[config.mk]
export PLATFORM = sky130hd
export DESIGN_NAME = dma_tx_unpad
export DESIGN_NICKNAME = d
export VERILOG_FILES = /design/src/rtl/dmatx_pkg.sv /design/src/rtl/dmatx_bytecnt.sv /design/src/rtl/dmatx_realign.sv /design/src/rtl/dma_tx_unpad.sv
export SDC_FILE = /design/constraint.sdc
export NUM_CORES = 1
export LEC_CHECK = 0
export BUFFER_PORTS_ARGS = -buffer_cell sky130_fd_sc_hd__clkbuf_2
export CORE_UTILIZATION = 40
export CTS_CLUSTER_DIAMETER = 150
export CTS_CLUSTER_SIZE = 8
export DETAILED_ROUTE_END_ITERATION = 8
export PLACE_DENSITY = 0.68
export SYNTH_ARGS = -nofsm -noshare
export SYNTH_HDL_FRONTEND = slang
export SYNTH_SLANG_ARGS = --single-unit
[constraint.sdc]
create_clock -name clk -period 2.6 [get_ports clk]
set_input_delay 0 -clock clk [delete_from_list [all_inputs] [get_ports clk]]
set_output_delay 0 -clock clk [all_outputs]
set_load 0.005 [all_outputs]
[src/rtl/dmatx_pkg.sv]
package dmatx_pkg;
  localparam int LANES  = 4;
  localparam int BYTE_W = 8;
  localparam int WORD_W = LANES * BYTE_W;
  localparam int HALF   = LANES / 2;
  localparam int BCNT_W = $clog2(LANES + 1);
  typedef logic [BCNT_W-1:0] bcnt_t;
endpackage

[src/rtl/dmatx_bytecnt.sv]
module dmatx_bytecnt
  import dmatx_pkg::*;
#(
  parameter int CNT_W = 32
) (
  input  logic             clk,
  input  logic             rst,
  input  logic             fire,
  input  bcnt_t            nbytes,
  output logic [CNT_W-1:0] total
);
  always_ff @(posedge clk) begin
    if (rst)
      total <= '0;
    else if (fire)
      total <= total + CNT_W'(nbytes);
  end


  idle_count_chk: assert property (@(posedge clk) disable iff (rst)
    !fire |=> $stable(total));
endmodule

[src/rtl/dmatx_realign.sv]
module dmatx_realign
  import dmatx_pkg::*;
(
  input  logic              clk,
  input  logic              rst,
  input  logic              in_valid,
  output logic              in_ready,
  input  logic [WORD_W-1:0] in_data,
  input  logic              in_last,
  input  bcnt_t             in_bytes,
  output logic              out_valid,
  input  logic              out_ready,
  output logic [WORD_W-1:0] out_data,
  output logic              out_last,
  output bcnt_t             out_bytes
);
  localparam int CARRY_W = HALF * BYTE_W;

  logic [CARRY_W-1:0] carry_q;
  logic               first_q;
  logic               flush_q;
  bcnt_t              flush_cnt_q;

  logic               slot_free;
  logic               take;
  logic [WORD_W-1:0]  joined;
  logic [WORD_W-1:0]  flushed;
  bcnt_t              join_cnt;
  logic [WORD_W-1:0]  join_masked;
  logic [WORD_W-1:0]  flush_masked;

  assign slot_free = !out_valid || out_ready;
  assign in_ready  = slot_free && !flush_q;
  assign take      = in_valid && in_ready;

  // Lane j of a host word: carried bytes fill the low half, the new
  // beat's leading bytes fill the high half, oldest byte in lane 0.
  for (genvar j = 0; j < HALF; j++) begin : g_lane
    assign joined[j*BYTE_W +: BYTE_W]         = carry_q[CARRY_W-1-j*BYTE_W -: BYTE_W];
    assign joined[(HALF+j)*BYTE_W +: BYTE_W]  = in_data[WORD_W-1-j*BYTE_W -: BYTE_W];
    assign flushed[j*BYTE_W +: BYTE_W]        = carry_q[CARRY_W-1-j*BYTE_W -: BYTE_W];
    assign flushed[(HALF+j)*BYTE_W +: BYTE_W] = '0;
  end

  always_comb begin
    if (in_last && (in_bytes <= bcnt_t'(HALF)))
      join_cnt = bcnt_t'(HALF) + in_bytes;
    else
      join_cnt = bcnt_t'(LANES);
  end

  for (genvar j = 0; j < LANES; j++) begin : g_mask
    assign join_masked[j*BYTE_W +: BYTE_W]  =
      (bcnt_t'(j) < join_cnt) ? joined[j*BYTE_W +: BYTE_W] : '0;
    assign flush_masked[j*BYTE_W +: BYTE_W] =
      (bcnt_t'(j) < flush_cnt_q) ? flushed[j*BYTE_W +: BYTE_W] : '0;
  end

  always_ff @(posedge clk) begin
    if (rst) begin
      out_valid   <= 1'b0;
      out_data    <= '0;
      out_last    <= 1'b0;
      out_bytes   <= '0;
      carry_q     <= '0;
      first_q     <= 1'b1;
      flush_q     <= 1'b0;
      flush_cnt_q <= '0;
    end else begin
      if (out_valid && out_ready)
        out_valid <= 1'b0;
      if (flush_q && slot_free) begin
        out_valid <= 1'b1;
        out_data  <= flush_masked;
        out_last  <= 1'b1;
        out_bytes <= flush_cnt_q;
        flush_q   <= 1'b0;
        first_q   <= 1'b1;
      end else if (take) begin
        carry_q <= in_data[CARRY_W-1:0];
        if (first_q) begin
          if (in_last) begin
            if (in_bytes > bcnt_t'(HALF)) begin
              flush_q     <= 1'b1;
              flush_cnt_q <= in_bytes - bcnt_t'(HALF);
            end
          end else begin
            first_q <= 1'b0;
          end
        end else begin
          out_valid <= 1'b1;
          out_data  <= join_masked;
          out_bytes <= join_cnt;
          if (in_last && (in_bytes <= bcnt_t'(HALF))) begin
            out_last <= 1'b1;
            first_q  <= 1'b1;
          end else if (in_last) begin
            out_last    <= 1'b0;
            flush_q     <= 1'b1;
            flush_cnt_q <= in_bytes - bcnt_t'(HALF);
          end else begin
            out_last <= 1'b0;
          end
        end
      end
    end
  end


  hold_word_chk: assert property (@(posedge clk) disable iff (rst)
    (out_valid && !out_ready) |=> (out_valid && $stable(out_data) &&
                                   $stable(out_last) && $stable(out_bytes)));

  stall_input_chk: assert property (@(posedge clk) disable iff (rst)
    (out_valid && !out_ready) |-> !in_ready);

  full_word_chk: assert property (@(posedge clk) disable iff (rst)
    (out_valid && !out_last) |-> (out_bytes == bcnt_t'(LANES)));

  count_range_chk: assert property (@(posedge clk) disable iff (rst)
    out_valid |-> ((out_bytes != '0) && (out_bytes <= bcnt_t'(LANES))));
endmodule

[src/rtl/dma_tx_unpad.sv]
module dma_tx_unpad
  import dmatx_pkg::*;
#(
  parameter int CNT_W = 32
) (
  input  logic              clk,
  input  logic              rst,
  input  logic              in_valid,
  output logic              in_ready,
  input  logic [WORD_W-1:0] in_data,
  input  logic              in_last,
  input  logic [BCNT_W-1:0] in_bytes,
  output logic              out_valid,
  input  logic              out_ready,
  output logic [WORD_W-1:0] out_data,
  output logic              out_last,
  output logic [BCNT_W-1:0] out_bytes,
  output logic [CNT_W-1:0]  host_byte_count
);
  dmatx_realign u_align (
    .clk       (clk),
    .rst       (rst),
    .in_valid  (in_valid),
    .in_ready  (in_ready),
    .in_data   (in_data),
    .in_last   (in_last),
    .in_bytes  (in_bytes),
    .out_valid (out_valid),
    .out_ready (out_ready),
    .out_data  (out_data),
    .out_last  (out_last),
    .out_bytes (out_bytes)
  );

  dmatx_bytecnt #(.CNT_W(CNT_W)) u_cnt (
    .clk    (clk),
    .rst    (rst),
    .fire   (out_valid && out_ready),
    .nbytes (out_bytes),
    .total  (host_byte_count)
  );
endmodule

== Word level (Yosys, flattened, before mapping) ==
Index checks and enable logic that the tools add are counted.
Widths: inputs -> output; s select.

* Register bits: 90
* Logic and storage cells: 76
* Bits of input ports: 40

* Reductions and logical operators: 16
* Add/subtract/negate cells: 3
* Bitwise gates (word level): 2
* Eq/ne operators: 4
* Mux-type cells: 33
* $lt $le $gt $ge: 8

{| class="wikitable"
|+ Operator list
! operator !! number
|-
| $mux 16 || 3
|-
| $mux 8 || 6
|-
| $add 32x3->32 || 1
|-
| $mux 3 || 9
|-
| $mux 1 || 15
|-
| $lt 1x3->1 const A || 4
|-
| $lt 2x3->1 const A || 2
|-
| $ne 2x2->1 const B || 3
|-
| $reduce_and 2->1 || 3
|-
| $reduce_and 6->1 || 1
|-
| $logic_and 1x1->1 || 5
|-
| $reduce_and 5->1 || 1
|-
| $reduce_bool 2->1 || 2
|-
| $add 2x3->3 const A || 1
|-
| $gt 3x2->1 const B || 1
|-
| $le 3x2->1 const B || 1
|-
| $sub 3x2->3 const B || 1
|-
| $logic_not 1->1 || 2
|-
| $ne 2x1->1 const B || 1
|-
| $not 1->1 || 2
|-
| $reduce_or 2->1 || 1
|-
| $logic_or 1x1->1 || 1
|}

== Logic depth before layout (Yosys ltp) ==
* Word-level depth: 8
* Gate-level depth with buffers: 8
* Depth with buffers taken out: 6

== Cells and area by module ==
Synthesis repeated with hierarchy kept, for this count alone.

* Cells, all modules: 399
* Area, all modules: 3,821.2 µm²

{| class="wikitable"
|+ By module, submodules not included
! module !! sequential area each (µm²) !! cells each !! area each (µm²) !! instances
|-
| dmatx_realign || 1,161.1 || 210 || 2,158.3 || 1
|-
| dmatx_bytecnt || 640.6 || 188 || 1,656.6 || 1
|-
| dma_tx_unpad || 0.0 || 1 || 6.3 || 1
|}

== Least setup slack after synthesis ==
Ideal clock, no wire load.

* Path type: reg2reg
* From: register u_align.out_bytes[0]
* To: register u_cnt.total[26]
* Arrival: 2.027 ns
* Stages on the path, launching flop included: 8
* Required time: 2.530 ns
* Setup time: 0.070 ns
* Path buffers: 1
* Path slack: 0.502 ns
* Cells stage by stage: dfxtp_1 ha_1 fa_1 a21oi_1 or4b_4 buf_6 or4_1 a21oi_1

* Cells in the longest elaborated chain, start to end: 1

{| class="wikitable"
|+ RTL lines
! item !! RTL line !! RTL
|-
| start, declared || dmatx_realign.sv:15 || <nowiki>output bcnt_t out_bytes</nowiki>
|-
| start signal, assigned || dmatx_realign.sv:76 || <nowiki>out_bytes <= flush_cnt_q;</nowiki>
|-
| start signal, assigned || dmatx_realign.sv:93 || <nowiki>out_bytes <= join_cnt;</nowiki>
|-
| $add 32x3->32 || dmatx_bytecnt.sv:16 || <nowiki>total <= total + CNT_W'(nbytes);</nowiki>
|-
| end signal, assigned || dmatx_bytecnt.sv:16 ||
|-
| end, declared || dmatx_bytecnt.sv:10 || <nowiki>output logic [CNT_W-1:0] total</nowiki>
|}

Every way passes these cells.
A chain may end at the register's enable or synchronous reset.

== Worst setup path in the final report ==
* From: register u_align.out_bytes[0]
* To: register u_cnt.total[30]

The elaborated chain is that of the path after synthesis.

==> results.yml <==
power_and_ir_drop:
  p_per_area_nw_per_um2: 538
  ir_drop_v: 0.000329
  leakage_nw: 1.94
worst_hold_path:
  hold_end: "u_align.carry_q[5]$_SDFFE_PP0P_"
  hold_depth: 4
  holdCritPathClass: "in2reg"
  min_from: "in_valid"
clock_network:
  cts_tree: "built"
  cts_max_level: 3
  cts.sinks: 90
  path_clk_slew_ns: 0.09
  cts_buffers: 9
  clk_root_buffer_cell: "clkbuf_8"
  clock_latency_ns: 0.36
  clk_path_buf_depth: 2
place:
  portBuffers: 109
  pre_cts_ws_ns: 0.152
  dpl.hpwl_um: 6440
  place_congestion: 0.846
layout:
  diodes: 0
  area_growth_pct: 32.0
  layout-drive-gt1-share_pct: 24.7
  fin_util_pct: 55.3
  finalNetCount: 610
sta:
  final_hold_viol_count: 0
  worstMarginPinSlew_ns: 0.823
  setup_violations: 0
  fin_crit_ns: 2.29
  hold_slack_ns: 0.0984
  fin_ws_ns: 0.310
  max-slew-margin-rel_pct: 45.0
  rsz0062_at_grt: "false"
  skew_ns: 0.0152
  slew_violations: 0
  fmax_mhz: 437
  min_period_over_period_pct: 88.1
  tns_ns: 0
floorplanning:
  fp.dieArea_um2: 9660
  die_h_um: 98.3
  row_count: 34
  start_util_pct: 41.9
  chipWidth_um: 98.3
  core_um2: 8850
  pin_count: 110
global_route:
  grt_pass1_wl_um: 15900
  grt.total_usage_pct: 20.2
  grt-ovfl-total: 0
  grt_max_degree: 49
  grt_pass1_vias: 3402
  antenna_found_initial: 0
yosys:
  muxShareOfSynthArea_pct: 0.304
  syn_area_per_cell_um2: 8.71
  synth_top_flop_cell: "dfxtp_1"
  synth-simple-area-share_pct: 21.8
  synth_area_um2: 3710
  synth_cells: 426
  ys_types: 48
  synth_xor_area_share_pct: 1.89
  synth_compound_area_share_pct: 21.8
  ys_ff_latch: 90
  synth_fp_nets: 471
  synth_top_family_by_area: "compound AO/OA/AOI/OAI gates"
  synth_enable_flop_cells: 0
  synthAdderAreaFrac_pct: 1.89
  ys_seq_area_share_pct: 48.6
  yosysWarningCount: 0
  ys_async_sr_fraction_pct: 0
drt:
  via_per_inst: 5.35
  via_count: 3627
  topRoutingLayerUsed: "met4"
  met2_length_um: 4770
  wl_met3_um: 360
  wl_um: 9540
  wl_per_cell_um: 14.1
  ant_nets: 0
  drcViolationCount: 6
  wl_met1_um: 4300
  drt_pass1_iterations: 6
  drt_iter0_markers: 135
worst_setup_path:
  reg2reg_from: "u_align.out_bytes[0]$_SDFFE_PP0P_"
  max_stage_delay_ns: 0.69
  worstRegToRegCells: 6
  start_kind: "flip-flop"
  crit_family: "simple AND/OR/NAND/NOR gates"
  worst_ep_required_time_ns: 2.88
  cp-end-kind: "flip-flop"
  path_buf_inv: 0
  arrival_ns: 2.57
  crit_chain: "ha_1 > fa_1 > a21oi_1 > or4b_4 > or4_1 > a21oi_1"
  critPathKind: "reg2reg"
  path_max_fanout: 21
  path_common_cell: "a21oi_1"
  regToRegSetupSlack_ns: 0.31
  rr_endpoint: "u_cnt.total[30]$_SDFFE_PP0P_"
  crit_slowest_cell: "or4b_4"
run:
  maxCapViolCount: 0
run_status:
  violations: "DRC"
  status: "finished, violations left"
through the flow:
stage	instances	power (mW)	cell area [µm²]
final	678	2.64	4900
after global routing	678	2.76	4900
after CTS	678	2.66	4890
after detailed placement	626	1.70	4340
after global placement	626	1.70	4340
after floorplan	426	1.60	3710
what timing repair did:
| action | in CTS | in global routing |
|---|---|---|
| resized for setup | 0 | 1 |
| hold endpoints to repair | 37 | 0 |
| setup endpoints to repair | 0 | 1 |
| setup buffers | 0 | 0 |
| hold buffers | 36 | 0 |
area by class of cell:
| cell class | instances | area, µm² |
|---|---|---|
| repair buffers | 153 | 966 |
| clock inverters | 7 | 65.1 |
| well taps | 108 | 135 |
| fillers | 844 | 3950 |
| clock buffers | 9 | 124 |
| inverters | 9 | 33.8 |
| multi-input cells | 302 | 1770 |
| flip-flops and latches | 90 | 1800 |
registers in the layout, summed over array words and instances (netlist names):
signal,cells
u_align.out_data,32
u_cnt.total,32
u_align.out_bytes,3
u_align.flush_cnt_q,3
u_align.out_last,1
u_align.flush_q,1
u_align.first_q,1
u_align.carry_q,16
u_align.out_valid,1
cells by family (layout without fill, tap and decap cells):
family	Yosys count	count (layout)
AO/OA/AOI/OAI	129	129
XOR/XNOR	8	8
adder cells (fa/ha/maj)	5	5
buffers and inverters	34	178
flip-flops	90	90
multiplexers	1	1
AND/OR/NAND/NOR	159	159
layout by cell type, fill, tap and decap left out, types with 4 or more instances in the layout:
cell type and n:
clkbuf_2 109, nor3_1 4, inv_1 9, a22o_1 16, clkbuf_8 9, nor2_1 19
nand2_1 62, a21oi_1 64, dfxtp_1 90, o21ai_0 20, and4_1 4, nand4_1 10
dlygate4sd3_1 36, or3_1 11, xnor2_1 8, buf_4 8, or4_1 11, nand3_1 19
o31ai_1 11, ha_1 4
report_power, final:
part,internal (mW),total [mW],switching [mW]
logic,0.122,0.273,0.152
clock network,0.373,0.921,0.548
registers,1.42,1.44,0.0246
Yosys cell counts (3+ instances only):
| cell | n | share of area [%] |
|---|---|---|
| nor2b_1 | 3 | 0.51 |
| a211oi_1 | 3 | 0.61 |
| nor3b_1 | 3 | 0.61 |
| and4_1 | 4 | 0.94 |
| buf_2 | 4 | 0.54 |
| ha_1 | 4 | 1.3 |
| a22o_1 | 16 | 3.8 |
| nand3_1 | 19 | 2.6 |
| clkbuf_1 | 18 | 1.8 |
| xnor2_1 | 8 | 1.9 |
| nor3_1 | 4 | 0.54 |
| or4_1 | 12 | 2.4 |
| o31ai_1 | 11 | 2.2 |
| nand4_1 | 10 | 1.7 |
| o21ai_0 | 20 | 2.7 |
| a21oi_1 | 64 | 8.6 |
| nand2_1 | 62 | 6.3 |
| inv_1 | 9 | 0.91 |
| nor4_1 | 3 | 0.51 |
| or3_1 | 11 | 1.9 |
| nor2_1 | 19 | 1.9 |
| dfxtp_1 | 90 | 49 |
worst register-to-register path, cell delays in order (launching register included):
cell	delay, ns
dfxtp_1	0.39
ha_1	0.21
fa_1	0.23
a21oi_1	0.14
or4b_4	0.69
or4_1	0.44
a21oi_1	0.14
worst max path at each step:
stage                                               to  cells past startpoint                               from
after floorplan           u_cnt.total[26]$_SDFFE_PP0P_                      7  u_align.out_bytes[0]$_SDFFE_PP0P_
after global placement    u_cnt.total[29]$_SDFFE_PP0P_                      5  u_align.out_bytes[2]$_SDFFE_PP0P_
after detailed placement  u_cnt.total[29]$_SDFFE_PP0P_                      5  u_align.out_bytes[2]$_SDFFE_PP0P_
after CTS                 u_cnt.total[29]$_SDFFE_PP0P_                      5  u_align.out_bytes[2]$_SDFFE_PP0P_
after global routing      u_cnt.total[30]$_SDFFE_PP0P_                      6  u_align.out_bytes[0]$_SDFFE_PP0P_
final                     u_cnt.total[30]$_SDFFE_PP0P_                      6  u_align.out_bytes[0]$_SDFFE_PP0P_
metal layers:
metal	up-vias	track usage (%)
met3	8	3.79
met4	0	5.86
met2	90	34.8
met5	-	0
li1	1828	-
met1	1701	25.7
No activity file was read; power rests on OpenSTA's default activity.
